===== src/rtl/usb_irq_pkg.sv =====
package usb_irq_pkg;
  typedef struct packed {
    logic wrLineEn;
    logic wrLineCtrl;
    logic wrProtoEn;
    logic rdProtoEvt;
  } strobe_t;

  typedef enum logic [2:0] {
    SEL_NONE,
    SEL_STATUS,
    SEL_FLAGS,
    SEL_LINEEN,
    SEL_PROTOEN
  } rdsel_t;
endpackage


===== src/rtl/usb_irq_ctrl.sv =====
module usb_irq_ctrl
  import usb_irq_pkg::*;
#(
  parameter int ADDR_W = 8,
  parameter logic [ADDR_W-1:0] STATUS_ADDR = 8'h10,
  parameter logic [ADDR_W-1:0] FLAGS_ADDR = 8'h11,
  parameter logic [ADDR_W-1:0] LINEEN_ADDR = 8'h12,
  parameter logic [ADDR_W-1:0] LINECTRL_ADDR = 8'h13,
  parameter logic [ADDR_W-1:0] PROTOEN_ADDR = 8'h14,
  parameter logic [ADDR_W-1:0] EVT_BASE = 8'h18,
  parameter int EVT_COUNT = 4
) (
  input  logic [ADDR_W-1:0] addr,
  input  logic              wrEn,
  input  logic              rdEn,
  output strobe_t           strobes,
  output rdsel_t            rdSel
);
  localparam logic [ADDR_W:0] EVT_END = {1'b0, EVT_BASE} + (ADDR_W+1)'(EVT_COUNT);

  logic inEvtRange;
  assign inEvtRange = ({1'b0, addr} >= {1'b0, EVT_BASE}) && ({1'b0, addr} < EVT_END);

  always_comb begin
    strobes.wrLineEn   = wrEn && (addr == LINEEN_ADDR);
    strobes.wrLineCtrl = wrEn && (addr == LINECTRL_ADDR);
    strobes.wrProtoEn  = wrEn && (addr == PROTOEN_ADDR);
    strobes.rdProtoEvt = rdEn && inEvtRange;
  end

  always_comb begin
    rdSel = SEL_NONE;
    if (rdEn) begin
      if (addr == STATUS_ADDR)       rdSel = SEL_STATUS;
      else if (addr == FLAGS_ADDR)   rdSel = SEL_FLAGS;
      else if (addr == LINEEN_ADDR)  rdSel = SEL_LINEEN;
      else if (addr == PROTOEN_ADDR) rdSel = SEL_PROTOEN;
    end
  end
endmodule


===== src/rtl/usb_irq_datapath.sv =====
module usb_irq_datapath
  import usb_irq_pkg::*;
#(
  parameter int DATA_W = 8,
  parameter int NUM_LINES = 4
) (
  input  logic                 clk,
  input  logic                 rstN,
  input  strobe_t              strobes,
  input  rdsel_t               rdSel,
  input  logic [DATA_W-1:0]    wrData,
  input  logic [NUM_LINES-1:0] lineIn,
  input  logic                 suspendPulse,
  input  logic                 overrunPulse,
  input  logic                 protoEventPulse,
  input  logic                 unknownPulse,
  output logic [DATA_W-1:0]    rdData,
  output logic [4:0]           statusBits,
  output logic [1:0]           protoEnQ,
  output logic                 irq
);
  localparam int EN_W = 2 * NUM_LINES;

  logic [NUM_LINES-1:0] syncA, syncB, prevQ, edgeHit, lineFlags;
  logic [EN_W-1:0] lineEnQ;
  logic suspendPend, unknownPend, overrunPend, protoPend;
  logic ackLines, ackUnknown, ackOverrun, ackSuspend;

  assign ackLines   = strobes.wrLineCtrl && wrData[0];
  assign ackUnknown = strobes.wrLineCtrl && wrData[1];
  assign ackOverrun = strobes.wrLineCtrl && wrData[2];
  assign ackSuspend = strobes.wrProtoEn && (wrData == '0);

  always_ff @(posedge clk or negedge rstN) begin
    if (!rstN) begin
      syncA <= '0;
      syncB <= '0;
      prevQ <= '0;
    end else begin
      syncA <= lineIn;
      syncB <= syncA;
      prevQ <= syncB;
    end
  end

  for (genvar i = 0; i < NUM_LINES; i++) begin : g_line
    logic rise, fall;
    assign rise = syncB[i] && !prevQ[i] && lineEnQ[i];
    assign fall = !syncB[i] && prevQ[i] && lineEnQ[i+NUM_LINES];
    assign edgeHit[i] = rise || fall;

    always_ff @(posedge clk or negedge rstN) begin
      if (!rstN)           lineFlags[i] <= 1'b0;
      else if (edgeHit[i]) lineFlags[i] <= 1'b1;
      else if (ackLines)   lineFlags[i] <= 1'b0;
    end
  end

  always_ff @(posedge clk or negedge rstN) begin
    if (!rstN) begin
      lineEnQ <= '0;
      protoEnQ <= '0;
    end else begin
      if (strobes.wrLineEn)  lineEnQ <= wrData[EN_W-1:0];
      if (strobes.wrProtoEn) protoEnQ <= wrData[1:0];
    end
  end

  always_ff @(posedge clk or negedge rstN) begin
    if (!rstN) begin
      suspendPend <= 1'b0;
      unknownPend <= 1'b0;
      overrunPend <= 1'b0;
      protoPend   <= 1'b0;
    end else begin
      if (suspendPulse && protoEnQ[1]) suspendPend <= 1'b1;
      else if (ackSuspend)             suspendPend <= 1'b0;

      if (unknownPulse)    unknownPend <= 1'b1;
      else if (ackUnknown) unknownPend <= 1'b0;

      if (overrunPulse)    overrunPend <= 1'b1;
      else if (ackOverrun) overrunPend <= 1'b0;

      if (protoEventPulse && protoEnQ[0]) protoPend <= 1'b1;
      else if (strobes.rdProtoEvt)        protoPend <= 1'b0;
    end
  end

  assign statusBits = ~{protoPend, overrunPend, |lineFlags, unknownPend, suspendPend};
  assign irq = ~&statusBits;

  always_comb begin
    unique case (rdSel)
      SEL_STATUS:  rdData = {{(DATA_W-5){1'b0}}, statusBits};
      SEL_FLAGS:   rdData = {{(DATA_W-NUM_LINES){1'b0}}, lineFlags};
      SEL_LINEEN:  rdData = {{(DATA_W-EN_W){1'b0}}, lineEnQ};
      SEL_PROTOEN: rdData = {{(DATA_W-2){1'b0}}, protoEnQ};
      default:     rdData = '0;
    endcase
  end
endmodule


===== src/rtl/usb_irq_status.sv =====
module usb_irq_status
  import usb_irq_pkg::*;
#(
  parameter int ADDR_W = 8,
  parameter int DATA_W = 8,
  parameter int NUM_LINES = 4,
  parameter logic [ADDR_W-1:0] STATUS_ADDR = 8'h10,
  parameter logic [ADDR_W-1:0] FLAGS_ADDR = 8'h11,
  parameter logic [ADDR_W-1:0] LINEEN_ADDR = 8'h12,
  parameter logic [ADDR_W-1:0] LINECTRL_ADDR = 8'h13,
  parameter logic [ADDR_W-1:0] PROTOEN_ADDR = 8'h14,
  parameter logic [ADDR_W-1:0] EVT_BASE = 8'h18,
  parameter int EVT_COUNT = 4
) (
  input  logic                 clk,
  input  logic                 rstN,
  input  logic [ADDR_W-1:0]    addr,
  input  logic                 wrEn,
  input  logic [DATA_W-1:0]    wrData,
  input  logic                 rdEn,
  output logic [DATA_W-1:0]    rdData,
  input  logic [NUM_LINES-1:0] lineIn,
  input  logic                 suspendPulse,
  input  logic                 overrunPulse,
  input  logic                 protoEventPulse,
  input  logic                 unknownPulse,
  output logic                 irq
);
  strobe_t strobes;
  rdsel_t rdSel;
  logic [4:0] statusBits;
  logic [1:0] protoEnQ;

  usb_irq_ctrl #(
    .ADDR_W(ADDR_W), .STATUS_ADDR(STATUS_ADDR), .FLAGS_ADDR(FLAGS_ADDR),
    .LINEEN_ADDR(LINEEN_ADDR), .LINECTRL_ADDR(LINECTRL_ADDR),
    .PROTOEN_ADDR(PROTOEN_ADDR), .EVT_BASE(EVT_BASE), .EVT_COUNT(EVT_COUNT)
  ) u_ctrl (
    .addr(addr), .wrEn(wrEn), .rdEn(rdEn), .strobes(strobes), .rdSel(rdSel)
  );

  usb_irq_datapath #(.DATA_W(DATA_W), .NUM_LINES(NUM_LINES)) u_dp (
    .clk(clk), .rstN(rstN), .strobes(strobes), .rdSel(rdSel), .wrData(wrData),
    .lineIn(lineIn), .suspendPulse(suspendPulse), .overrunPulse(overrunPulse),
    .protoEventPulse(protoEventPulse), .unknownPulse(unknownPulse),
    .rdData(rdData), .statusBits(statusBits), .protoEnQ(protoEnQ), .irq(irq)
  );
endmodule


===== config.mk =====
export PLATFORM = sky130hd
export DESIGN_NAME = usb_irq_status
export DESIGN_NICKNAME = d
export VERILOG_FILES = /design/src/rtl/usb_irq_pkg.sv /design/src/rtl/usb_irq_ctrl.sv /design/src/rtl/usb_irq_datapath.sv /design/src/rtl/usb_irq_status.sv
export SDC_FILE = /design/constraint.sdc
export NUM_CORES = 1
export LEC_CHECK = 0
export ABC_AREA = 1
export CORE_MARGIN = 3
export CORE_UTILIZATION = 48
export DETAILED_ROUTE_END_ITERATION = 8
export GPL_TIMING_DRIVEN = 1
export PLACE_DENSITY = 0.82
export SKIP_CTS_REPAIR_TIMING = 1
export SYNTH_ARGS = -nofsm -noshare
export SYNTH_HDL_FRONTEND = slang
export SYNTH_HIERARCHICAL = 1
export SYNTH_SLANG_ARGS = --single-unit

===== constraint.sdc =====
create_clock -name clk -period 4.1 [get_ports clk]
set_clock_uncertainty 0.2 [all_clocks]
set_input_delay 0.82 -clock clk [delete_from_list [all_inputs] [get_ports clk]]
set_output_delay 0.82 -clock clk [all_outputs]
set_load 0.02 [all_outputs]

# Word level (Yosys, flattened, before mapping)
# Index checks and enable logic that the tools add are counted.
[op_classes]
magnitude_cmp = 2
eq_ne = 9
muxes = 19
bitwise_logic = 1
n_reduce_logical = 51
[op_table]
columns = ["op", "count"]
rows = [
  ["== test 8 x 5 -> 1 bit (second input constant)", 5],
  ["one-hot mux 8 bit (4 select lines)", 1],
  ["logical AND 1 bit", 27],
  ["nonzero test 2 bit", 8],
  ["2-to-1 mux 3 bit", 5],
  ["2-to-1 mux 1 bit", 13],
  ["zero test 1 bit", 9],
  ["greater-or-equal comparator 8 x 5 -> 1 bit (second input constant)", 1],
  ["zero test 8 bit", 1],
  ["< comparator 8 x 5 -> 1 bit (second input constant)", 1],
  ["== test 3 x 2 -> 1 bit (second input constant)", 2],
  ["NOT 5 bit", 1],
  ["AND reduction 5 bit", 1],
  ["logical OR 1 bit", 4],
  ["OR reduction 4 bit", 1],
  ["== test 3 x 1 -> 1 bit (second input constant)", 1],
  ["== test 3 bit (second input constant)", 1],
]
[totals]
ff_bits = 30
in_bits = 28
output_inout_bits = 9
word_cells = 95

# Depth between registers and ports, before layout
[depth]
ltp_word = 8
depth_mapped = 10
ltp_nobuf = 10

# By module
# The synthesis kept the hierarchy.
[by_module_without_submodules]
columns = ["mod", "instances", "cells_each", "area_per_inst_um2", "seq_area_each_um2"]
rows = [
  ["usb_irq_datapath", 1, 129, 1236.2, 750.7],
  ["usb_irq_ctrl", 1, 36, 162.7, 0.0],
]

# Worst setup path after synthesis
# No wires, ideal clock.
[synth_timing]
path_type = "in2out"
start = "in addr[5]"
end = "out rdData[5]"
arrival_ns = 2.093
required_ns = 3.080
path_slack_ns = 0.987
stages = 9
n_path_buf = 0
cell_sequence = "inv_2 -> nand2_2 -> nor2_4 -> nand3_1 -> nor2_1 -> inv_2 -> nor3_4 -> inv_2 -> nor2_1"
[synth_via]
elab_cells_between_ends = 14
cone_classes = "eq/ne: 8; mux: 6"
[synth_rtl]
columns = ["item", "line", "text"]
rows = [
  ["start, declared", "usb_irq_status.sv:17", "input logic [ADDR_W-1:0] addr,"],
  ["== test 8 x 5 -> 1 bit", "usb_irq_ctrl.sv:36", "else if (addr == LINEEN_ADDR) rdSel = SEL_LINEEN;"],
  ["2-to-1 mux 3 bit", "usb_irq_ctrl.sv:36", ""],
  ["2-to-1 mux 3 bit", "usb_irq_ctrl.sv:35", "else if (addr == FLAGS_ADDR) rdSel = SEL_FLAGS;"],
  ["2-to-1 mux 3 bit *", "usb_irq_ctrl.sv:34", "if (addr == STATUS_ADDR) rdSel = SEL_STATUS;"],
  ["2-to-1 mux 3 bit *", "usb_irq_ctrl.sv:33", "if (rdEn) begin"],
  ["named net rdSel[1]", "usb_irq_status.sv:30", "rdsel_t rdSel;"],
  ["== test 3 bit (tied with other cells)", "usb_irq_datapath.sv:94", "unique case (rdSel)"],
  ["one-hot mux 8 bit (4 select lines) *", "usb_irq_datapath.sv:94", ""],
  ["end, declared", "usb_irq_status.sv:21", "output logic [DATA_W-1:0] rdData,"],
]
# Mark *: on every way through the listed nets, which the timed path passes. The rest lies on a longest branch.

# Worst setup path in the final report
[layout_timing]
start = "in addr[2]"
end = "out rdData[4]"
# The elaborated chain is that of the path after synthesis.

==> summary.txt <==
Worst setup path
  – Crit path capture type: output port
  – Crit Path Category: input pin to output port
  – WP data arrival: 2710 ps
  – Crit path max fanout: 5
  – CP startpoint: addr[2]
  – Reg2reg end: u_dp/unknownPend
  – Setup slack, reg-to-reg: 3010 ps
  – FF-to-FF Start: u_dp/unknownPend
  – Required time of the critical path: 3080 ps
  – Startpoint class of the critical path: input pin
  – Worst R2R Path Depth: 3

Finish
  – # diodes: 0
  – Utilization after layout: 0.737
  – Area growth from synthesis to layout: 37.7%
  – Total Nets Final: 239
  – Ratio of cells with drive above 1 in the final layout: 0.142

Clock network
  – Worst-path clk slew: 90 ps
  – CTS H-tree depth: 2
  – CTS tree: yes
  – Root Driver: clkbuf_4
  – Clock buffer count from CTS: 5
  – Sink Count: 30
  – Clock Latency Late Sink: 330 ps
  – Clock Tree Buf Depth: 2

Floorplanning
  – Site row count: 18
  – CORE AREA: 2610 um2
  – # IOs: 37
  – DIE AREA: 3600 um2
  – Overall die width: 60.0 um
  – Die height: 60.0 um
  – Initial core utilization: 0.535

Hold path
  – Hold depth: 0
  – Hold Path Origin: u_dp/syncA[1]
  – Min-Delay Endpoint: u_dp/syncB[1]
  – Hold Path Class: flip-flop to flip-flop

Global route
  – Vias in the first global route: 1202
  – First-pass GRT wire length: 5390 um
  – Largest net degree at the start of global routing: 31
  – Overall fraction of global-route tracks in use: 0.208
  – Gr ovfl total: 0
  – Initial antenna violation count: 0

Timing
  – Final setup TNS: 0 ps
  – Fin Hold WS: 159 ps
  – Fmax: 268 MHz
  – Final Cycle Share: 0.909
  – Final setup viols: 0
  – Max Slew Vio Count: 0
  – RSZ-0062 raised after global routing: no
  – Period minus WS final: 3730 ps
  – Slew @ Worst Pin: 412 ps
  – Setup WS post-layout: 372 ps
  – Slew HR: 0.725
  – Final hold viol count: 0

Synth
  – Top-area cell type share of the netlist area: 0.537
  – Flops & latches, synth: 30
  – Syn_nets: 193
  – Post-synth EDFFs: 0
  – Top FF cell, synth: dfrtp_1
  – Synth Area per Inst: 8.48 um2
  – Cells after Synth: 165
  – Yosys warns: 6
  – Register area share after synthesis: 0.537
  – Top post-synthesis cells by count: 40 x nand2_1, 30 x dfrtp_1, 24 x inv_1, 22 x nor2_1, 10 x nand4_1
  – Synth Cell Area: 1400 um2
  – Ranking of synthesized cells by area: dfrtp_1 54%, nand2_1 11%, inv_1 6.4%
  – Netlist cell types: 21
  – Most frequent cell after synthesis: nand2_1
  – Ys async rst share: 1.00
  – Synth area leader: dfrtp_1

Drt
  – Routed wl met3: 290 um
  – Vias per inst: 5.28
  – Met1 wire length: 1390 um
  – Top routing layer in use: met4
  – DR WL/cell: 14.0 um
  – TritonRoute pass-1 iters: 4
  – Post-route DRC: 0
  – Routed met2 length: 1620 um
  – Starting DRT DRC Count: 62
  – Via count: 1277
  – Post-route ant nets: 0
  – Final WL: 3390 um

Place
  – Routability cong.: 0.821
  – Port bufs: 36
  – Setup slack at placement: -28.4 ps
  – Post-DP HPWL: 2600 um

Flow run
  – Max Cap Viol: 0

Power and ir drop
  – VDD IR max: 0.000351 V
  – Leak pwr: 0.00104 uW
  – Power density cells: 301 nW/um2

Outcome
  – Status: completed
## where the power goes
group          internal [uW]  switching [uW]  leakage, uW
Clock                   82.3             106    0.0000343
Sequential               314            12.7     0.000332
Combinational           34.3            30.5     0.000671
Total                    431             149      0.00104
## cell usage in the layout, fill, tap and decap left out, types with 2 or more instances in the layout
cell type	count
nand4_1	10
o221ai_1	4
inv_1	24
o21ai_0	5
dfrtp_1	30
nor3_4	3
clkbuf_4	5
or2_2	4
mux2_2	2
nand2_1	40
nor2_1	21
dlymetal6s2s_1	8
inv_2	3
clkdlybuf4s50_1	28
nand3_1	5
a21oi_1	6
buf_4	4
## logic make-up (layout without fill, tap and decap cells)
logic type,after synthesis,count (layout),synth area share
AO/OA/AOI/OAI,16,16,0.0707
buffers and inverters,28,75,0.0760
flip-flops,30,30,0.537
multiplexers,2,2,0.0161
AND/OR/NAND/NOR,89,89,0.301
## per-stage QoR
stage	total power (uW)	cell area (um2)	std cells
after detailed placement	397	1820	234
final	580	1930	242
after global routing	607	1930	242
after floorplan	353	1400	165
after CTS	587	1890	242
after global placement	393	1820	234
## critical path: stages
cell and delay (ps):
clkdlybuf4s50_1 420, inv_1 100, nand2_1 130, nor2_1 110
nand2_1 50, nand2_1 100, nor2_1 80, buf_4 160
nor3_4 260, nand2_1 140, o21ai_2 80, dlymetal6s2s_1 250
## registers in the layout, indices dropped and copies added, names as in the netlist
register	flops
u_dp/lineEnQ	8
u_dp/lineFlags	4
u_dp/overrunPend	1
u_dp/prevQ	4
u_dp/protoEnQ	2
u_dp/protoPend	1
u_dp/suspendPend	1
u_dp/syncA	4
u_dp/syncB	4
u_dp/unknownPend	1
## routing by layer
metal  GRT usage  vias up
met4       0.104        0
met2       0.306       67
met1       0.269      580
met3      0.0778       12
met5           0        -
li1            -      618
## how the worst max path moves through the flow
stage	cells after the start	endpoint	slack, ps
final	12	rdData[4]	370
after global routing	12	rdData[4]	220
after CTS	10	rdData[4]	-40
after detailed placement	10	rdData[4]	-30
after global placement	10	rdData[4]	110
after floorplan	9	rdData[5]	990
## final cells by class
cell class,count,area (um2)
Clock inverter,2,12.5
Tap cell,30,37.5
Fill cell,204,687
Clock buffer,6,51.3
Timing Repair Buffer,40,410
Sequential cell,30,751
Multi-Input combinational cell,107,562
Inverter,27,101
No activity file was read; power rests on OpenSTA's default activity.
